**src/rtl/clkdiv_seq_pkg.sv**
```systemverilog
package clkdiv_seq_pkg;
  localparam int NUM_GRP = 6;
  localparam int GRP_W   = 3;
  localparam int LVL_W   = 2;
  localparam int DATA_W  = 32;
  localparam int ADDR_W  = GRP_W + 1;
  localparam int NIB_MAX = DATA_W / 4;

  localparam int GRP_FIELDS [NUM_GRP] = '{7, 2, 8, 5, 2, 2};

  typedef enum logic [2:0] {
    ST_IDLE,
    ST_RD_DIV,
    ST_CAP,
    ST_WR_DIV,
    ST_RD_STAT,
    ST_CHK
  } seq_state_e;

  function automatic logic [DATA_W-1:0] nib_mask(int n, logic [3:0] pat);
    logic [DATA_W-1:0] m;
    m = '0;
    for (int k = 0; k < NIB_MAX; k++)
      if (k < n) m[4*k +: 4] = pat;
    return m;
  endfunction

  // field words, nibble k holds field k (aux core: fixed 3 at [6:4])
  function automatic logic [DATA_W-1:0] level_word(int g, logic [LVL_W-1:0] lvl);
    logic [DATA_W-1:0] w;
    w = '0;
    case (g)
      0: case (lvl)
           2'd0, 2'd1: w = 32'h0103_3730;
           2'd2:       w = 32'h0103_1310;
           default:    w = 32'h0113_0100;
         endcase
      1: w = 32'h0000_0030;
      2: case (lvl)
           2'd0, 2'd1: w = 32'h1311_1113;
           2'd2:       w = 32'h1311_2117;
           default:    w = 32'h1311_3117;
         endcase
      3: case (lvl)
           2'd0, 2'd1: w = 32'h0001_5473;
           2'd2:       w = 32'h0001_7574;
           default:    w = 32'h0001_7775;
         endcase
      default: case (lvl)
           2'd0, 2'd1: w = 32'h0000_0013;
           2'd2:       w = 32'h0000_0014;
           default:    w = 32'h0000_0015;
         endcase
    endcase
    return w;
  endfunction
endpackage

```
**src/rtl/clkdiv_seq_rom.sv**
```systemverilog
module clkdiv_seq_rom
  import clkdiv_seq_pkg::*;
(
  input  logic [LVL_W-1:0]  lvl_i,
  input  logic [GRP_W-1:0]  grp_i,
  output logic [DATA_W-1:0] word_o,
  output logic [DATA_W-1:0] fmask_o,
  output logic [DATA_W-1:0] bmask_o
);
  logic [DATA_W-1:0] word_tab  [NUM_GRP];
  logic [DATA_W-1:0] fmask_tab [NUM_GRP];
  logic [DATA_W-1:0] bmask_tab [NUM_GRP];

  for (genvar g = 0; g < NUM_GRP; g++) begin : g_grp
    assign word_tab[g]  = level_word(g, lvl_i);
    assign fmask_tab[g] = nib_mask(GRP_FIELDS[g], 4'h7);
    assign bmask_tab[g] = nib_mask(GRP_FIELDS[g], 4'h1);
  end

  always_comb begin
    word_o  = '0;
    fmask_o = '0;
    bmask_o = '0;
    for (int g = 0; g < NUM_GRP; g++) begin
      if (grp_i == GRP_W'(g)) begin
        word_o  = word_tab[g];
        fmask_o = fmask_tab[g];
        bmask_o = bmask_tab[g];
      end
    end
  end
endmodule

```
**src/rtl/clkdiv_seq_tmr.sv**
```systemverilog
module clkdiv_seq_tmr #(
  parameter int TMO_W = 16
) (
  input  logic             clk_i,
  input  logic             rst_ni,
  input  logic             clr_i,
  input  logic             hit_i,
  input  logic [TMO_W-1:0] limit_i,
  output logic             expire_o
);
  logic [TMO_W-1:0] cnt_q;
  logic [TMO_W:0]   cnt_nxt;

  assign cnt_nxt  = {1'b0, cnt_q} + 1'b1;
  // limit 0 behaves as 1 because cnt_nxt is never below 1
  assign expire_o = hit_i && (cnt_nxt >= {1'b0, limit_i});

  always_ff @(posedge clk_i or negedge rst_ni) begin
    if (!rst_ni)    cnt_q <= '0;
    else if (clr_i) cnt_q <= '0;
    else if (hit_i) cnt_q <= cnt_nxt[TMO_W-1:0];
  end
endmodule

```
**src/rtl/clkdiv_seq.sv**
```systemverilog
module clkdiv_seq
  import clkdiv_seq_pkg::*;
#(
  parameter int TMO_W = 16
) (
  input  logic              clk_i,
  input  logic              rst_ni,
  input  logic              start_i,
  input  logic [LVL_W-1:0]  level_i,
  input  logic [TMO_W-1:0]  timeout_i,
  output logic              busy_o,
  output logic              done_o,
  output logic              error_o,
  output logic              req_o,
  output logic              we_o,
  output logic [ADDR_W-1:0] addr_o,
  output logic [DATA_W-1:0] wdata_o,
  input  logic [DATA_W-1:0] rdata_i
);
  localparam logic [GRP_W-1:0] LAST_GRP = GRP_W'(NUM_GRP - 1);

  seq_state_e        state_q;
  logic [GRP_W-1:0]  grp_q;
  logic [LVL_W-1:0]  lvl_q;
  logic [DATA_W-1:0] shadow_q;
  logic              done_q, err_q;

  logic [DATA_W-1:0] word, fmask, bmask;
  logic              stat_clear, poll_hit, poll_expire;

  clkdiv_seq_rom u_rom (
    .lvl_i   (lvl_q),
    .grp_i   (grp_q),
    .word_o  (word),
    .fmask_o (fmask),
    .bmask_o (bmask)
  );

  assign stat_clear = ((rdata_i & bmask) == '0);
  assign poll_hit   = (state_q == ST_CHK) && !stat_clear;

  clkdiv_seq_tmr #(.TMO_W(TMO_W)) u_tmr (
    .clk_i    (clk_i),
    .rst_ni   (rst_ni),
    .clr_i    (state_q == ST_WR_DIV),
    .hit_i    (poll_hit),
    .limit_i  (timeout_i),
    .expire_o (poll_expire)
  );

  always_ff @(posedge clk_i or negedge rst_ni) begin
    if (!rst_ni) begin
      state_q  <= ST_IDLE;
      grp_q    <= '0;
      lvl_q    <= '0;
      shadow_q <= '0;
      done_q   <= 1'b0;
      err_q    <= 1'b0;
    end else begin
      done_q <= 1'b0;
      unique case (state_q)
        ST_IDLE: if (start_i) begin
          lvl_q   <= level_i;
          grp_q   <= '0;
          err_q   <= 1'b0;
          state_q <= ST_RD_DIV;
        end
        ST_RD_DIV:  state_q <= ST_CAP;
        ST_CAP: begin
          shadow_q <= rdata_i;
          state_q  <= ST_WR_DIV;
        end
        ST_WR_DIV:  state_q <= ST_RD_STAT;
        ST_RD_STAT: state_q <= ST_CHK;
        ST_CHK: begin
          if (stat_clear) begin
            if (grp_q == LAST_GRP) begin
              done_q  <= 1'b1;
              state_q <= ST_IDLE;
            end else begin
              grp_q   <= grp_q + 1'b1;
              state_q <= ST_RD_DIV;
            end
          end else if (poll_expire) begin
            err_q   <= 1'b1;
            state_q <= ST_IDLE;
          end else begin
            state_q <= ST_RD_STAT;
          end
        end
        default: state_q <= ST_IDLE;
      endcase
    end
  end

  assign busy_o  = (state_q != ST_IDLE);
  assign done_o  = done_q;
  assign error_o = err_q;
  assign req_o   = (state_q == ST_RD_DIV) || (state_q == ST_WR_DIV) || (state_q == ST_RD_STAT);
  assign we_o    = (state_q == ST_WR_DIV);
  assign addr_o  = {grp_q, state_q == ST_RD_STAT};
  assign wdata_o = (shadow_q & ~fmask) | (word & fmask);
endmodule

```
**config.mk**
```make
export PLATFORM = sky130hd
export DESIGN_NAME = clkdiv_seq
export DESIGN_NICKNAME = d
export VERILOG_FILES = /design/src/rtl/clkdiv_seq_pkg.sv /design/src/rtl/clkdiv_seq_rom.sv /design/src/rtl/clkdiv_seq_tmr.sv /design/src/rtl/clkdiv_seq.sv
export SDC_FILE = /design/constraint.sdc
export NUM_CORES = 1
export LEC_CHECK = 0
export ABC_AREA = 0
export BUFFER_PORTS_ARGS = -buffer_cell sky130_fd_sc_hd__clkbuf_2
export CORE_MARGIN = 5
export CORE_UTILIZATION = 54
export DETAILED_ROUTE_END_ITERATION = 8
export PLACE_DENSITY = 0.81
export SLEW_MARGIN = 0
export SYNTH_ARGS = -nofsm -noshare
export SYNTH_HDL_FRONTEND = slang
export SYNTH_SLANG_ARGS = --single-unit
```
**constraint.sdc**
```tcl
create_clock -name clk_i -period 3.5 [get_ports clk_i]
set_input_delay 0.7 -clock clk_i [delete_from_list [all_inputs] [get_ports clk_i]]
set_output_delay 0.7 -clock clk_i [all_outputs]
set_load 0.02 [all_outputs]
```
Yosys cells after proc, flatten, opt, wreduce, memory -nomap -nowiden --
Index checks and enable logic that the tools add are counted. W data, S select, Z words.
Storage, ports and cells: register bits 58, input port bits 53, output and inout port bits 41, logic and storage cells 88
Cells by class: $add $sub $neg 2, magnitude comparators 1, equality and inequality tests 17, multiplexer cells 40, bitwise logic cells 5, reductions and logical operators 16
Operators by type and width (count):
- $mux W29 | 8
- $mux W31 | 4
- $mux W25 | 4
- $and A32 B32 Y32 | 3
- $pmux W14 S2 | 2
- $mux W27 | 2
- $pmux W21 S2 | 1
- $logic_not A32 Y1 | 1
- $mux W16 | 2
- $not A32 Y32 | 1
- $or A32 B32 Y32 | 1
- $mux W3 | 6
- $pmux W3 S6 | 1
- $add A16 B1 Y17 const B | 1
- $ge A17 B16 Y1 | 1
- $eq A3 B2 Y1 const B | 4
- $eq A3 B3 Y1 const B | 4
- $pmux W3 S2 | 2
- $ne A2 B2 Y1 const B | 5
- $reduce_and A4 Y1 | 2
- $mux W1 | 7
- $eq A3 B1 Y1 const B | 2
- $logic_not A3 Y1 | 2
- $reduce_bool A2 Y1 | 2
- other kinds (11) | 13

Logic depth before layout (Yosys ltp) --
Gate-level depths: netlist (run 1).
depth after elaboration 15, depth in mapped cells 11, mapped depth without buffers 11

Modules after synthesis --
A second synthesis (run 1) with hierarchy kept.
Unflattened totals: cells, all modules 459, area, all modules 4511.8 um2
Modules (own cells, without submodules):
- clkdiv_seq | times used 1, cells each 174, area each 2248.4 um2, sequential area each 1051.0 um2
- clkdiv_seq_tmr | times used 1, cells each 169, area each 1437.6 um2, sequential area each 400.4 um2
- clkdiv_seq_rom | times used 1, cells each 116, area each 825.8 um2, sequential area each 0.0 um2

Worst setup path after synthesis (run 1) --
No wires, ideal clock.
path kind register -> output, start point register grp_q[0], end point output port wdata_o[8], arrival time 2.143 ns, required time 2.800 ns, slack 0.657 ns, stages on the path, launching flop included 8, buffers on the path 1, cells stage by stage dfrtp_1 > inv_1 > ha_1 > nor2_1 > a22o_1 > clkbuf_1 > nor2_1 > a31oi_1
On the way: longest elaborated chain between the ends 10, elaborated cells on any way between the ends 22, classes of those cells eq/ne: 5; mux: 12; bitwise: 4; reduce/logical: 1
Ends and longest elaborated chain:
- from (decl) | RTL line clkdiv_seq.sv:23 | logic [GRP_W-1:0] grp_q;
- from (signal assigned) | RTL line clkdiv_seq.sv:81 | grp_q <= grp_q + 1'b1;
- $logic_not A3 Y1 | RTL line clkdiv_seq_rom.sv:25 | if (grp_i == GRP_W'(g)) begin
- $mux W27 (2 in a row) | RTL line clkdiv_seq_rom.sv:25
- $mux W31 (4 in a row) | RTL line clkdiv_seq_rom.sv:25
- $not A32 Y32 | RTL line clkdiv_seq.sv:102 | assign wdata_o = (shadow_q & ~fmask) | (word & fmask);
- $and A32 B32 Y32 | RTL line clkdiv_seq.sv:102
- $or A32 B32 Y32 * | RTL line clkdiv_seq.sv:102
- to (decl) | RTL line clkdiv_seq.sv:17 | output logic [DATA_W-1:0] wdata_o,
Every way passes the cells marked *; elsewhere a longest branch is shown, timed or not.

Worst setup path in the final report (run 1) --
start point register grp_q[0], end point output port wdata_o[13]
Same word-level chain as after synthesis.

==> results of run 1 <==
worst min path at each step:
stage                       startpoint      endpoint  slack (ps)  depth (start not counted)
after floorplan                 rst_ni        done_o         400                          0
after global placement    shadow_q[24]  shadow_q[24]         480                          1
after detailed placement  shadow_q[18]  shadow_q[18]         490                          1
after CTS                       rst_ni  shadow_q[11]         430                          1
after global routing            rst_ni  shadow_q[11]         460                          1
final                           rst_ni   shadow_q[9]         410                          1
per-layer routing:
| layer | part of all wire (%) | up-vias |
|---|---|---|
| met1 | 42 | 1485 |
| met5 | 0 | - |
| met3 | 8.0 | 13 |
| met2 | 49 | 119 |
| met4 | 1.6 | 0 |
| li1 | - | 1526 |
worst max-delay path: stages, from the launching register on:
cell,delay (ps)
dfrtp_1,450
inv_1,120
ha_1,290
nor2_1,340
a22o_2,370
o311ai_0,190
o21a_1,140
clkbuf_2,150
cell usage after synthesis, types with 6 or more instances:
master,n,area [sq um]
o22ai_1,6,37.5
a21o_1,8,60.1
a21oi_1,16,80.1
xnor2_1,10,87.6
nand3_1,22,110
clkbuf_1,9,33.8
buf_4,9,67.6
ha_1,22,275
dfrtp_1,58,1450
nand2_1,30,113
o21ai_0,11,55.1
mux2_2,33,372
nor2_1,27,101
inv_1,27,101
buf_2,8,40.0
layout make-up:
| class | count | area (sq um) | share of cell area [%] |
|---|---|---|---|
| clock buffer | 12 | 145 | 3.38 |
| clock inverter | 3 | 40.0 | 0.931 |
| inverter | 27 | 101 | 2.36 |
| multi-input combinational | 272 | 1970 | 45.7 |
| sequential | 58 | 1450 | 33.8 |
| tap | 80 | 100 | 2.33 |
| timing repair buffer | 97 | 495 | 11.5 |
cell usage in the layout (no fill, tap or decap), types with 3 or more instances in the layout:
cell      synthesis  routed
xnor2_1          10      10
nand3b_1          3       3
xor2_1            5       5
clkbuf_8          0      10
nor4_1            3       3
nor2b_1           5       5
mux2_2           33      33
o211ai_1          4       4
o21ai_1           4       4
clkbuf_2          0      93
dfrtp_1          58      58
a21o_1            8       8
a221o_1           4       4
buf_4             9       4
o21ai_0          11      11
inv_1            27      27
o22ai_1           6       6
ha_1             22      21
nand2b_1          4       4
a21oi_1          16      16
nor3_1            5       5
o21a_1            3       3
nand4_1           3       3
nor2_1           27      27
nand3_1          22      22
a31oi_1           3       3
nand2_1          30      30
and2_1            4       4
stage by stage:
step	power, mW	cell area, sq um	hold WS [ps]	cells
6_report	3.08	4300	413	549
3_3_place_gp	2.42	4110	481	534
3_5_place_dp	2.49	4110	488	534
2_1_floorplan	2.17	3650	404	383
5_1_grt	3.31	4300	459	549
4_1_cts	3.10	4300	429	549
logic make-up after synthesis:
family / count (synthesis) / synth area share [%]
AO/OA/AOI/OAI: 78 / 15.1
XOR/XNOR: 15 / 3.60
adder cells (fa/ha/maj): 22 / 7.54
buffers and inverters: 53 / 6.65
flip-flops: 58 / 39.7
multiplexers: 34 / 10.4
AND/OR/NAND/NOR: 123 / 17.0
registers in the layout (all words and copies together), names as in the netlist:
name / count
done_o: 1
error_o: 1
grp_q: 3
lvl_q: 2
shadow_q: 32
state_q: 3
u_tmr.cnt_q: 16
power groups by stage:
stage	registers (mW)	logic, mW	clock network (mW)
final	1.20	1.29	0.600
after global routing	1.24	1.43	0.643
after CTS	1.19	1.30	0.609
after detailed placement	1.20	1.29	0
after global placement	1.18	1.24	0
after floorplan	1.09	1.08	0
==> summary.txt, run 1 <==
Logic synthesis
  – Post-synth design cell area: 3650 sq um
  – Syn nets: 458
  – Seq/Total Area, Yosys: 39.7%
  – EDFF count, synth: 0
  – Avg Synthesized Cell Area: 9.54 sq um
  – Cells after Synth: 383
  – Unique masters post-synth: 55
  – #FFs+latches synth: 58
  – Main flop type after synthesis: dfrtp_1
  – Synth warn: 0
  – Ys async rst share: 100%

Final layout
  – Fill count: 576
  – # diodes: 0
  – Layout cells sized above 1: 33.3%
  – Fin util: 64.4%
  – Layout area overhead: 17.7%
  – Final #Nets: 540

Timing
  – Setup TNS: 0 ps
  – RSZ-0062 raised after global routing: false
  – Final period util: 88.3%
  – Clock Skew: 9.59 ps
  – Fmax: 324 MHz
  – Fin. Hold Viols: 0
  – Max-slew violations: 0
  – Worst slew pin tran: 736 ps
  – Final setup vio count: 0
  – Final worst slack: 410 ps
  – Slew HR: 50.9%
  – Min Tclk post-route: 3090 ps

Placement
  – Dpl hpwl: 6610 um
  – GP Congestion: 0.949
  – Pre-CTS setup slack: 518 ps
  – Port buffer count: 93

Die
  – Die Height: 92.2 um
  – Core area: 6680 sq um
  – Die area: 8510 sq um
  – IO Count: 94
  – Num rows: 30
  – Initial core utilization: 54.7%
  – Die width: 92.2 um

Critical path
  – Startpoint Class: register
  – Worst Path Arrival: 2390 ps
  – R2R cell count: 12
  – Flop2flop setup slack: 540 ps
  – R2R Path End: state_q[2]
  – Crit path to: wdata_o[13]
  – Crit Path Category: register to output port
  – Worst Path Required: 2800 ps
  – CP Capture Type: output port
  – Worst setup path startpoint: grp_q[0]
  – Crit path max fanout: 13
  – Reg2reg start: u_tmr.cnt_q[0]

CTS
  – Skew-Pair Late Insertion Delay: 340 ps
  – TritonCTS clock tree: built
  – Max clock buf depth: 2
  – CTS H-tree lvls: 3
  – Setup Buffers After CTS: 0
  – Clock Sinks: 58
  – Hold-fix buffers, CTS: 0
  – Root Buffer: clkbuf_8
  – Post-CTS Resized: 0
  – CTS clk-pin slew, worst paths: 60 ps
  – CTS Buf Count: 9

Status
  – Status: finished, final reports clean

Pwr
  – Pwr Density: 717 nW/um^2
  – Combinational Power Share: 41.8%
  – Clock power share: 19.5%
  – Sw power: 1.19 mW
  – Pint: 1.89 mW
  – Net Sw Frac: 38.7%
  – Sequential share of power: 38.8%
  – Leak Pwr: 2.15 nW
  – Worst VDD drop: 0.422 mV

Global route
  – Pin count of the biggest net entering global routing: 34
  – M2 GR Usage: 35.0%
  – Grt total ovfl: 0
  – Global-route wire length before repair: 14800 um
  – Antenna violations before repair: 0
  – Vias in the first global route: 3127
  – Most Used Layer, Global Route: met2
  – Global-route usage over all layers: 21.7%
  – Met1 usage: 27.7%
  – Global routing usage on met3: 6.64%

Run
  – Max Cap Violations: 0

Route
  – Antenna Violating Nets Remaining: 0
  – DRT Wirelength: 8740 um
  – First-pass DRT Iterations: 5
  – WL/cell: 15.9 um
  – Avg Vias per Cell: 5.72
  – DR vias: 3143
  – DR iter-0 viols: 243
  – # DRC: 0

Hold path
  – Worst hold path class: input port to async pin
No activity file was read; power rests on OpenSTA's default activity.
==> inputs of run 2 (changes only) <==
--- a/config.mk
+++ b/config.mk
@@ -7,6 +7,7 @@
 export LEC_CHECK = 0
 export ABC_AREA = 0
 export BUFFER_PORTS_ARGS = -buffer_cell sky130_fd_sc_hd__clkbuf_2
+export CORE_ASPECT_RATIO = 1.75
 export CORE_MARGIN = 5
 export CORE_UTILIZATION = 54
 export DETAILED_ROUTE_END_ITERATION = 8
==> summary.txt, run 2 (synthesized netlist as in run 1, its figures left out) <==
Final layout
  – Top reg by flops: shadow_q
  – Final #Nets: 543
  – # diodes: 0
  – Design Area, Final: 4410 sq um
  – Largest regs: shadow_q (32), u_tmr.cnt_q (16)
  – Commonest non-fill, non-tap cell in the layout: clkbuf_2
  – Commonest non-fill, non-tap cells in the layout: clkbuf_2 (93), dfrtp_1 (58), mux2_2 (33), nand2_1 (30)
  – Layout cells sized above 1: 33.7%
  – Fill count: 536
  – Layout area overhead: 20.8%
  – Max FFs per register: 32

Timing
  – RSZ-0062 raised after global routing: false
  – Clock Skew: 6.11 ps
  – Final period util: 93.9%
  – Slew HR: 29.2%
  – Min Tclk post-route: 3290 ps
  – Fmax: 304 MHz
  – Final setup vio count: 0
  – Max-slew violations: 0
  – Final worst slack: 214 ps
  – Setup TNS: 0 ps
  – Fin. Hold Viols: 0
  – Worst slew pin tran: 1060 ps

Pwr
  – Leak Pwr: 2.20 nW
  – Worst VDD drop: 0.406 mV
  – Pwr Density: 744 nW/um^2

Route
  – Antenna Violating Nets Remaining: 0
  – DR vias: 3207
  – DRT Wirelength: 9100 um
  – DR iter-0 viols: 170
  – First-pass DRT Iterations: 5
  – WL/cell: 16.4 um
  – Avg Vias per Cell: 5.79
  – # DRC: 0

Critical path
  – Crit path max fanout: 13
  – R2R cell count: 12
  – Startpoint Class: register
  – R2R Path End: state_q[2]
  – Reg2reg start: u_tmr.cnt_q[0]
  – CP Capture Type: output port
  – Flop2flop setup slack: 450 ps
  – Crit Path Category: register to output port
  – Worst Path Required: 2800 ps
  – Worst Path Arrival: 2590 ps

Global route
  – Global-route usage over all layers: 22.3%
  – Vias in the first global route: 3337
  – Antenna violations before repair: 0
  – Met1 usage: 22.4%
  – Pin count of the biggest net entering global routing: 45
  – Global routing usage on met3: 5.44%
  – Grt total ovfl: 0
  – Most Used Layer, Global Route: met2
  – Global-route wire length before repair: 15100 um
  – M2 GR Usage: 40.1%

CTS
  – CTS Buf Count: 9
  – Skew-Pair Late Insertion Delay: 320 ps
  – CTS H-tree lvls: 3
  – Max clock buf depth: 2
  – Hold-fix buffers, CTS: 0
  – CTS clk-pin slew, worst paths: 50 ps
  – TritonCTS clock tree: built
  – Root Buffer: clkbuf_16
  – Clock Sinks: 58

Hold path
  – Worst hold start: shadow_q[21]
  – Worst hold path class: register to register
  – Worst hold stages: 1
  – Min-Delay Endpoint: shadow_q[21]

Placement
  – Placed cell area: 4140 sq um
  – Port buffer count: 93
  – Dpl hpwl: 7020 um
  – Pre-CTS setup slack: 473 ps
  – GP Congestion: 0.865

Run
  – Max Cap Violations: 0

Die
  – Die width: 72.2 um
  – Die Height: 119 um
  – Die area: 8570 sq um
  – Core area: 6590 sq um
  – Initial core utilization: 55.4%
  – IO Count: 94
  – Num rows: 39

Status
  – Status: finished, final reports clean
==> run 2: power by group <==
group / switching, mW / total, mW / internal [mW] / leakage, nW
sequential: 0.245 / 1.20 / 0.956 / 0.728
clock: 0.282 / 0.791 / 0.509 / 0.138
combinational: 0.692 / 1.29 / 0.598 / 1.34
==> run 2: what timing repair did <==
action                     in CTS  in global routing
setup endpoints to repair       0                  5
gates resized for setup         0                  1
setup buffers                   0                  0
==> run 2: worst max path at each step <==
stage             start     endpoint  slack (ps)  cells past startpoint
6_report       grp_q[0]  wdata_o[13]         210                      7
2_1_floorplan  grp_q[0]   wdata_o[8]         660                      7
5_1_grt        grp_q[2]  wdata_o[13]          20                      7
3_5_place_dp   grp_q[2]      error_o         470                      8
3_3_place_gp   grp_q[2]  wdata_o[13]         580                      7
4_1_cts        grp_q[2]  wdata_o[13]         110                      7
==> run 2: layout make-up <==
cell class | instances | area [sq um] | share of cell area, %
clock inverters | 3 | 15.0 | 0.340
repair buffers | 100 | 518 | 11.7
inverters | 27 | 101 | 2.30
flip-flops and latches | 58 | 1450 | 32.9
multi-input cells | 272 | 1970 | 44.6
well taps | 82 | 103 | 2.33
clock buffers | 12 | 256 | 5.82
==> run 2: per-layer routing <==
layer | vias to the layer above | routed length (um)
li1 | 1517 | -
met1 | 1543 | 3180
met2 | 119 | 4990
met3 | 28 | 577
met4 | 0 | 361
met5 | - | 0
==> run 2: metrics by stage <==
stage,utilization [%],hold WS [ps],cells,total power [mW]
after floorplan,-,404,383,2.17
after global routing,67.0,524,554,3.51
after global placement,62.8,482,539,2.45
final,67.0,498,554,3.28
after detailed placement,62.8,487,539,2.51
after CTS,66.9,498,554,3.31
==> run 2: worst max-delay path, stage by stage, from the launching register on <==
cell and delay (ps):
dfrtp_1 440, inv_1 120, ha_1 300, nor2_1 330, a22o_1 530, o311ai_0 240, o21a_1 150, clkbuf_2 150
